--- config.mk ---
export PLATFORM = sky130hd
export DESIGN_NAME = sdo_chain_port
export DESIGN_NICKNAME = d
export VERILOG_FILES = /design/src/rtl/sdo_chain_pkg.sv /design/src/rtl/sdo_chain_edge.sv /design/src/rtl/sdo_chain_frame_ctl.sv /design/src/rtl/sdo_chain_shifter.sv /design/src/rtl/sdo_chain_port.sv
export SDC_FILE = /design/constraint.sdc
export NUM_CORES = 1
export LEC_CHECK = 0
export BUFFER_PORTS_ARGS = -buffer_cell sky130_fd_sc_hd__buf_2
export CORE_UTILIZATION = 46
export DETAILED_ROUTE_END_ITERATION = 6
export PLACE_DENSITY = 0.72
export REMOVE_ABC_BUFFERS = 1
export SYNTH_ARGS = -nofsm -noshare
export SYNTH_HDL_FRONTEND = slang
export SYNTH_SLANG_ARGS = --single-unit
export TNS_END_PERCENT = 50
--- constraint.sdc ---
create_clock -name clk -period 4.4 [get_ports clk]
set_input_delay 0.22 -clock clk [delete_from_list [all_inputs] [get_ports clk]]
set_output_delay 0.22 -clock clk [all_outputs]
set_load 0.02 [all_outputs]
--- src/rtl/sdo_chain_pkg.sv ---
package sdo_chain_pkg;

  // A frame is busy while select is low and the own word is partly sent.
  function automatic logic frame_busy(input logic cs_low,
                                      input int unsigned shifted,
                                      input int unsigned width);
    return cs_low && (shifted != 0) && (shifted < width);
  endfunction

  // Saturating count of falling edges seen in the current frame.
  function automatic int unsigned count_next(input int unsigned shifted,
                                             input int unsigned width);
    return (shifted < width) ? shifted + 1 : shifted;
  endfunction

endpackage

--- src/rtl/sdo_chain_edge.sv ---
module sdo_chain_edge #(
  parameter int N = 2,
  parameter logic [N-1:0] RST_VAL = '0
) (
  input  logic         clk,
  input  logic         rst_n,
  input  logic [N-1:0] sig_i,
  output logic [N-1:0] fell_o,
  output logic [N-1:0] rose_o
);
  logic [N-1:0] prev_q;

  always_ff @(posedge clk or negedge rst_n) begin
    if (!rst_n) prev_q <= RST_VAL;
    else        prev_q <= sig_i;
  end

  for (genvar g = 0; g < N; g++) begin : g_edge
    assign fell_o[g] = prev_q[g] & ~sig_i[g];
    assign rose_o[g] = ~prev_q[g] & sig_i[g];
  end
endmodule

--- src/rtl/sdo_chain_frame_ctl.sv ---
module sdo_chain_frame_ctl
  import sdo_chain_pkg::*;
#(
  parameter int W  = 24,
  localparam int CW = $clog2(W + 1)
) (
  input  logic          clk,
  input  logic          rst_n,
  input  logic          cs_low_i,
  input  logic          cs_rise_i,
  input  logic          shift_i,
  input  logic          load_i,
  input  logic [W-1:0]  word_i,
  output logic          apply_o,
  output logic [W-1:0]  apply_word_o,
  output logic          busy_o,
  output logic          pend_v_o,
  output logic          pend_msb_o,
  output logic [CW-1:0] cnt_o
);
  logic [W-1:0]  pend_word_q;
  logic          pend_v_q;
  logic [CW-1:0] cnt_q;
  logic          direct_load;
  logic          late_load;

  assign busy_o       = frame_busy(cs_low_i, int'(cnt_q), W);
  assign direct_load  = load_i && !busy_o;
  assign late_load    = cs_rise_i && pend_v_q && !load_i;
  assign apply_o      = direct_load || late_load;
  assign apply_word_o = direct_load ? word_i : pend_word_q;
  assign pend_v_o     = pend_v_q;
  assign pend_msb_o   = pend_word_q[W-1];
  assign cnt_o        = cnt_q;

  always_ff @(posedge clk or negedge rst_n) begin
    if (!rst_n) begin
      pend_word_q <= '0;
      pend_v_q    <= 1'b0;
    end else if (load_i && busy_o) begin
      pend_word_q <= word_i;
      pend_v_q    <= 1'b1;
    end else if (apply_o) begin
      pend_v_q    <= 1'b0;
    end
  end

  always_ff @(posedge clk or negedge rst_n) begin
    if (!rst_n)                    cnt_q <= '0;
    else if (apply_o || cs_rise_i) cnt_q <= '0;
    else if (shift_i)              cnt_q <= CW'(count_next(int'(cnt_q), W));
  end
endmodule

--- src/rtl/sdo_chain_shifter.sv ---
module sdo_chain_shifter #(
  parameter int W = 24
) (
  input  logic         clk,
  input  logic         rst_n,
  input  logic         load_i,
  input  logic [W-1:0] word_i,
  input  logic         shift_i,
  input  logic         sdi_i,
  output logic         msb_o
);
  logic [W-1:0] sh_q;

  always_ff @(posedge clk or negedge rst_n) begin
    if (!rst_n)       sh_q <= '0;
    else if (load_i)  sh_q <= word_i;
    else if (shift_i) sh_q <= {sh_q[W-2:0], sdi_i};
  end

  assign msb_o = sh_q[W-1];
endmodule

--- src/rtl/sdo_chain_port.sv ---
module sdo_chain_port #(
  parameter int WORD_W = 24,
  localparam int CW = $clog2(WORD_W + 1)
) (
  input  logic              clk,
  input  logic              rst_n,
  input  logic              load_i,
  input  logic [WORD_W-1:0] word_i,
  input  logic              sclk_i,
  input  logic              cs_n_i,
  input  logic              sdi_i,
  output logic              sdo_o,
  output logic              sdo_oe_o
);
  logic [1:0]        fell, rose;
  logic              shift_ev;
  logic              load_ev;
  logic              cs_rise;
  logic              busy;
  logic              pend_v;
  logic              pend_msb;
  logic [CW-1:0]     cnt;
  logic [WORD_W-1:0] load_word;

  // bit 1: select, bit 0: serial clock
  sdo_chain_edge #(.N(2), .RST_VAL(2'b10)) u_edge (
    .clk(clk), .rst_n(rst_n), .sig_i({cs_n_i, sclk_i}),
    .fell_o(fell), .rose_o(rose)
  );

  assign shift_ev = fell[0] && !cs_n_i;
  assign cs_rise  = rose[1];

  sdo_chain_frame_ctl #(.W(WORD_W)) u_ctl (
    .clk(clk), .rst_n(rst_n), .cs_low_i(!cs_n_i), .cs_rise_i(cs_rise),
    .shift_i(shift_ev), .load_i(load_i), .word_i(word_i),
    .apply_o(load_ev), .apply_word_o(load_word), .busy_o(busy),
    .pend_v_o(pend_v), .pend_msb_o(pend_msb), .cnt_o(cnt)
  );

  sdo_chain_shifter #(.W(WORD_W)) u_shift (
    .clk(clk), .rst_n(rst_n), .load_i(load_ev), .word_i(load_word),
    .shift_i(shift_ev), .sdi_i(sdi_i), .msb_o(sdo_o)
  );

  assign sdo_oe_o = !cs_n_i;
endmodule

# Word-level counts from Yosys, hierarchy flattened
# Index checks and enable logic that the tools add are counted.
[word_totals]
mem_bits_rw = 0
output_inout_bits = 2
latch_bits = 0
word_cells = 37
mem_bits_ro = 0
in_bits = 30
regBits = 56
memories = 0
[op_classes]
n_reduce_logical = 18
n_addsub = 1
bitwise_logic = 4
n_lt_le_gt_ge = 1
muxes = 8
eq_ne = 0
shifts = 0
n_mul = 0
div_mod_pow = 0
[op_table]
columns = ["cell", "count"]
rows = [
  ["two-way mux 24 bit", 3],
  ["two-way mux 5 bit", 3],
  ["nonzero test 2 bit", 4],
  ["logical AND 1 bit", 7],
  ["adder 5 x 1 -> 5 bit (second input constant)", 1],
  ["less-than comparator 5 bit (second input constant)", 1],
  ["nonzero test 5 bit", 1],
  ["zero test 1 bit", 3],
  ["AND 1 bit", 2],
  ["logical OR 1 bit", 2],
  ["two-way mux 1 bit", 2],
  ["inverter 1 bit", 2],
  ["AND reduction 2 bit", 1],
]

# Logic depth before layout (Yosys ltp)
# Gate-level depths: netlist of the first run.
[depth]
ltp_word = 9
ltp_mapped = 8
mapped_depth_nobuf = 6

# Cells and area by module
# A second synthesis of the first run with hierarchy kept.
[hier_totals]
hier_cells = 225
area_unflattened_um2 = 2844.0
[modules_own_cells]
columns = ["mod", "seq_area_each_um2", "instances", "area_per_inst_um2", "cells_per_inst"]
rows = [
  ["sdo_chain_frame_ctl", 750.7, 1, 1620.3, 113],
  ["sdo_chain_shifter", 600.6, 1, 1127.3, 104],
  ["sdo_chain_edge", 51.3, 1, 86.3, 6],
  ["sdo_chain_port", 0.0, 1, 10.0, 2],
]

# Worst setup path before layout of the first run
# No wires, ideal clock.
[synth_path]
kind = "register to register"
from = "register u_ctl.cnt_q[0], in the netlist u_ctl.cnt_o[0]"
to = "register u_ctl.pend_word_q[0]"
synth_period_minus_slack_ns = 1.817
path_stages_with_launch = 8
path_buffers = 2
required_ns = 4.275
setup_ns = 0.125
arrival_ns = 1.692
path_slack_ns = 2.583
cell_sequence = "dfrtp_1 -> inv_1 -> ha_1 -> nor4b_2 -> or3_1 -> buf_6 -> buf_12 -> mux2_4"
[synth_via]
elab_chain_cells = 4
elab_cells_between_ends = 5
classes_between = "order compare (1); reduce/logical (4)"
[synth_lines]
columns = ["element", "line_no", "rtl"]
rows = [
  ["start, declared", "sdo_chain_frame_ctl.sv:23", "logic [CW-1:0] cnt_q;"],
  ["start signal, assigned", "sdo_chain_frame_ctl.sv:51", "else if (shift_i) cnt_q <= CW'(count_next(int'(cnt_q), W));"],
  ["branches (longest 2 deep; another with less-than comparator 5 bit)", "--", ""],
  ["logical AND 1 bit *", "sdo_chain_pkg.sv:7", "return cs_low && (shifted != 0) && (shifted < width);"],
  ["logical AND 1 bit *", "sdo_chain_frame_ctl.sv:40", "end else if (load_i && busy_o) begin"],
  ["end signal, assigned", "sdo_chain_frame_ctl.sv:41", "pend_word_q <= word_i;"],
  ["end, declared", "sdo_chain_frame_ctl.sv:21", "logic [W-1:0] pend_word_q;"],
]
# Mark *: on every way between the ends.
# A chain may end at the register's enable or synchronous reset.

# Worst setup path after layout of the first run
[layout_path]
from = "register u_ctl.cnt_q[0], in the netlist u_ctl.cnt_o[0]"
to = "register u_ctl.pend_word_q[11]"
# Same word-level chain as after synthesis.

==> summary.md, run 1 <==
| Metric | Value |
|---|---|
| DRC | 0 |
| Final Max Tran Viols | 0 |
| Initial antenna violation count | 0 |
| Remaining global-route overflow | 0 |
| Status | completed |
| Final setup vio count | 0 |
| Final period utilization | 0.577 |
| Die H | 77.9 um |
| Hold WC Path Type | in2async |
| Peak supply drop | 0.197 mV |
| Switching Fraction | 0.259 |
| Clock Skew | 0.0153 ns |
| Root Buffer | clkbuf_8 |
| Final setup TNS | 0 ns |
| Average wire per standard cell | 16.8 um |
| Clock transition at the registers of the reported paths | 0.11 ns |
| Worst r2r path cells | 6 |
| Sequential share of power | 0.574 |
| Largest net degree at the start of global routing | 57 |
| Power Internal | 873 uW |
| Final non-filler cell total | 303 |
| Area grow syn2layout | 9.49% |
| Syn avg cell area | 13.0 um^2 |
| Worst setup path class | reg2reg |
| DR iter-0 viols | 109 |
| Placed cell areas | 2810 um^2 |
| Fin area | 2900 um^2 |
| Count of cells resized by post-cts repair | 0 |
| CTS Sinks | 56 |
| Slew headroom | 0.359 |
| H-tree depth | 2 |
| # diodes | 0 |
| Synthesized flop and latch total | 56 |
| Final hold vios | 0 |
| Post-synthesis sequential area ratio | 0.529 |
| Syn. warnings | 0 |
| Reg2reg start | u_ctl.cnt_o[0] |
| Fmax achieved | 394 MHz |
| Number of synthesized flops with an enable pin | 0 |
| Nets | 262 |
| Placer Congestion | 0.763 |
| Ratio of cells with drive above 1 in the final layout | 0.320 |
| Most frequent cells in the layout | dfrtp_1 (55), buf_2 (31), a32oi_1 (24), a2bb2oi_1 (24), o21ai_0 (20) |
| Initial Utilization | 0.478 |
| Routed wire length | 5080 um |
| Unrepaired setup endpoints after global routing | no |
| Row cnt | 27 |
| Switch Pwr | 305 uW |
| Gr usage total | 0.182 |
| Cts hold-fix bufs | 0 |
| Final WS setup | 1.86 ns |
| First-pass GRT wire length | 8680 um |
| Die X | 77.9 um |
| ANT nets after route | 0 |
| First-pass DRT Iterations | 4 |
| Post-CTS setup repair buffer count | 0 |
| Netlist Area Pre-Place | 2650 um^2 |
| Reg-to-reg endpoint | u_ctl.pend_word_q[11] |
| DIE AREA | 6070 um^2 |
| Pre-CTS setup slack | 1.84 ns |
| Cells after Synth | 204 |
| Via density per instance | 5.77 |
| Combinational Power Share | 0.186 |
| MaxCap Viol Count | 0 |
| Max Root-Sink Buffers | 2 |
| Hpwl dp | 3100 um |
| Lkg Pwr | 0.00131 uW |
| CTS Buf Count | 5 |
| Post-layout min period | 2.54 ns |
| Clock Power Share | 0.240 |
| Crit path required time | 4.60 ns |
| Arr. time, crit path | 2.74 ns |
| Later-pin clock latency in the skew report | 0.32 ns |
| Ports | 32 |
| CP startpoint kind | flop |
| PortBufs | 31 |
| Setup slack, reg-to-reg | 1.86 ns |
| Crit. End Element | flop |
| Most common cell after layout, fill and taps aside | dfrtp_1 |
| Post-synth cell types | 36 |
| # placed instances | 295 |
| Predominant post-synthesis flop cell | dfrtp_1 |
| CP Max Fanout | 17 |
| Power Density | 406 nW/um^2 |
| Vias in the first global route | 1863 |
| Ys async rst share | 1.00 |
| CTS tree | done |
| Worst-Margin Slew | 0.962 ns |
| Core Footprint | 5540 um^2 |
| Via count | 1749 |
critical path, cell delays in order (launching register included):
cell and delay, ns:
dfrtp_1 0.41, inv_1 0.09, ha_1 0.14, nor4b_2 0.27, or3_1 0.81, buf_4 0.36, mux2_2 0.35
synthesized netlist by cell type (2+ instances only):
master     instances  area share
or3_1              2      0.0047
buf_4              3      0.0085
mux2_4            19        0.11
nand2b_1           2      0.0047
nand2_1            3      0.0042
a32oi_1           24       0.079
mux2_2             5       0.021
inv_1              4      0.0057
dfrtp_1           55        0.52
ha_1               2      0.0094
buf_12             2       0.015
clkbuf_1           4      0.0057
buf_2              6       0.011
nor2_1             5      0.0071
o21ai_1            5      0.0094
a2bb2oi_1         24       0.079
o21ai_0           20       0.038
power by group through the flow:
stage / sequential [uW] / combinational, uW / clock [uW]
6_report: 677 / 219 / 282
5_1_grt: 688 / 239 / 320
4_1_cts: 675 / 223 / 299
3_5_place_dp: 683 / 223 / 0
3_3_place_gp: 683 / 215 / 0
2_1_floorplan: 670 / 165 / 0
layer usage:
metal  wire, um  vias to the layer above  share of wire  GRT usage
met5          0                        -              0          0
li1           -                      845              -          -
met4         78                        0          0.015     0.0759
met2       2430                       39           0.48      0.301
met1       2360                      859           0.47      0.235
met3        207                        6          0.041     0.0353
logic make-up (layout without fill, tap and decap cells):
group           Yosys count  in the layout  share of synthesized area
compound gates           77             77                      0.221
xor+xnor                  2              2                    0.00661
fa+ha+maj                 2              2                    0.00944
buf+inv                  21             48                     0.0524
flops                    56             56                      0.529
mux                      25             25                      0.133
simple gates             21             21                     0.0482
metrics by stage:
stage                      util  hold slack [ns]  power, uW
after CTS                 0.524           0.0253       1200
after global placement    0.507            0.362        898
final                     0.524           0.0106       1180
after floorplan               -          -0.0756        835
after detailed placement  0.507            0.361        905
after global routing      0.524           0.0285       1250
flip-flops by register name, indices dropped and copies added, names as in the netlist:
| register | flops |
|---|---|
| u_edge.prev_q | 2 |
| u_ctl.pend_v_o | 1 |
| u_ctl.pend_word_q | 24 |
| u_ctl.cnt_o | 5 |
| u_shift.sh_q | 24 |
layout make-up:
cell class | count | area, um^2
fill | 493 | 2640
sequential | 56 | 1400
inverter | 4 | 15.0
timing repair buffer | 36 | 193
tap | 72 | 90.1
clock buffer | 5 | 68.8
multi-input combinational | 127 | 1110
clock inverter | 3 | 23.8
worst max-delay path by stage:
stage	endpoint	slack [ns]	cells past startpoint	startpoint
after floorplan	u_ctl.pend_word_q[11]	2.14	5	u_ctl.cnt_o[0]
after detailed placement	u_ctl.pend_word_q[11]	1.84	6	u_ctl.cnt_o[0]
final	u_ctl.pend_word_q[11]	1.86	6	u_ctl.cnt_o[0]
after global routing	u_ctl.pend_word_q[11]	1.68	6	u_ctl.cnt_o[0]
after global placement	u_ctl.pend_word_q[11]	1.89	6	u_ctl.cnt_o[0]
after CTS	u_ctl.pend_word_q[11]	1.82	6	u_ctl.cnt_o[0]
Note: power is estimated with default switching activity, not from simulation.
==> run 2: changes to the inputs <==
==> constraint.sdc (replaced) <==
create_clock -name clk -period 2.6 [get_ports clk]
set_input_delay 0.13 -clock clk [delete_from_list [all_inputs] [get_ports clk]]
set_output_delay 0.13 -clock clk [all_outputs]
set_load 0.02 [all_outputs]
==> summary.md, run 2 (same netlist as run 1, synthesis figures left out) <==
| Metric | Value |
|---|---|
| Status | completed |
| Core Footprint | 5540 um^2 |
| Reg2reg start | u_ctl.cnt_o[0] |
| Placer Congestion | 0.690 |
| Fmax achieved | 498 MHz |
| Count of cells resized by post-cts repair | 0 |
| MaxCap Viol Count | 0 |
| CTS tree | done |
| Ports | 32 |
| Post-CTS setup repair buffer count | 0 |
| Worst setup path class | reg2reg |
| PortBufs | 31 |
| CP startpoint kind | flop |
| Average wire per standard cell | 17.5 um |
| Wire length on met3 | 183 um |
| Hpwl dp | 3420 um |
| Crit path required time | 2.80 ns |
| Vias in the first global route | 1881 |
| Power Density | 712 nW/um^2 |
| H-tree depth | 2 |
| ANT nets after route | 0 |
| Nets | 268 |
| First-pass GRT wire length | 9070 um |
| Via density per instance | 5.90 |
| DR iter-0 viols | 118 |
| Hold WC Path Type | in2reg |
| Max Root-Sink Buffers | 2 |
| Slew headroom | 0.504 |
| DRC | 0 |
| Later-pin clock latency in the skew report | 0.31 ns |
| Remaining global-route overflow | 0 |
| Final period utilization | 0.772 |
| WL met2 | 2500 um |
| Ratio of cells with drive above 1 in the final layout | 0.321 |
| Setup slack, reg-to-reg | 0.59 ns |
| Clock transition at the registers of the reported paths | 0.10 ns |
| Most frequent cells in the layout | dfrtp_1 (55), buf_2 (31), a32oi_1 (24), a2bb2oi_1 (24), o21ai_0 (20) |
| Peak supply drop | 0.269 mV |
| Cts hold-fix bufs | 3 |
| Crit. End Element | flop |
| CTS Sinks | 56 |
| HP Start | word_i[4] |
| Area grow syn2layout | 12.2% |
| Final Max Tran Viols | 0 |
| Die H | 77.9 um |
| Worst-Margin Slew | 0.744 ns |
| Initial Utilization | 0.478 |
| Via count | 1822 |
| Clock Skew | 0.00480 ns |
| First-pass DRT Iterations | 4 |
| Final hold vios | 0 |
| Met1 wire length | 2580 um |
| CP Max Fanout | 25 |
| # diodes | 0 |
| DIE AREA | 6070 um^2 |
| DR top layer | met4 |
| Post-layout min period | 2.01 ns |
| CTS Buf Count | 5 |
| Row cnt | 27 |
| Unrepaired setup endpoints after global routing | no |
| Routed wire length | 5400 um |
| CP Launch Point | u_ctl.cnt_o[0] |
| Final setup TNS | 0 ns |
| Most common cell after layout, fill and taps aside | dfrtp_1 |
| Root Buffer | clkbuf_8 |
| Die X | 77.9 um |
| Post-layout util | 0.537 |
| Lkg Pwr | 0.00135 uW |
| Largest net degree at the start of global routing | 35 |
| Arr. time, crit path | 2.21 ns |
| Final setup vio count | 0 |
| Gr usage total | 0.189 |
| Initial antenna violation count | 0 |
-- run 2: final cells by class --
type                    instances  area [um^2]
clock buffers                   6         72.6
well taps                      72         90.1
flip-flops and latches         56         1400
repair buffers                 42          245
inverters                       4         15.0
multi-input cells             127         1110
clock inverters                 2         38.8
fillers                       514         2570
-- run 2: power breakdown --
part	switching (uW)	internal, uW
clock network	289	292
registers	105	1050
logic	138	244
-- run 2: critical path, cell delays in order, from the launching register on --
cell and delay, ns:
dfrtp_1 0.41, inv_1 0.10, ha_1 0.14, nor4b_2 0.29, or3_1 0.17, buf_4 0.39, mux2_2 0.40
-- run 2: through the flow --
stage                     worst slack (ns)  instances  instance area, um^2  hold slack, ns  power [uW]
after floorplan                      0.338        187                 2530          -0.166        1410
after global placement               0.682        298                 2830           0.237        1520
after detailed placement             0.600        298                 2830           0.236        1540
after CTS                            0.585        309                 2970          0.0500        2130
after global routing                 0.443        309                 2970          0.0526        2210
final                                0.593        309                 2970          0.0579        2120
-- run 2: worst paths after layout --
kind                            cells after the start                    end
min in group asynchronous                           2         u_ctl.cnt_o[4]
worst max register to register                      6  u_ctl.pend_word_q[11]
worst min-delay path                                2   u_ctl.pend_word_q[4]
max in group asynchronous                           3        u_shift.sh_q[5]
worst min register to register                      1  u_ctl.pend_word_q[15]
worst max-delay path                                6  u_ctl.pend_word_q[11]
-- run 2: metal layers --
layer | up-vias | global-route usage
met1 | 914 | 0.251
met3 | 10 | 0.0318
met2 | 43 | 0.308
met4 | 0 | 0.0778
met5 | - | 0
li1 | 855 | -
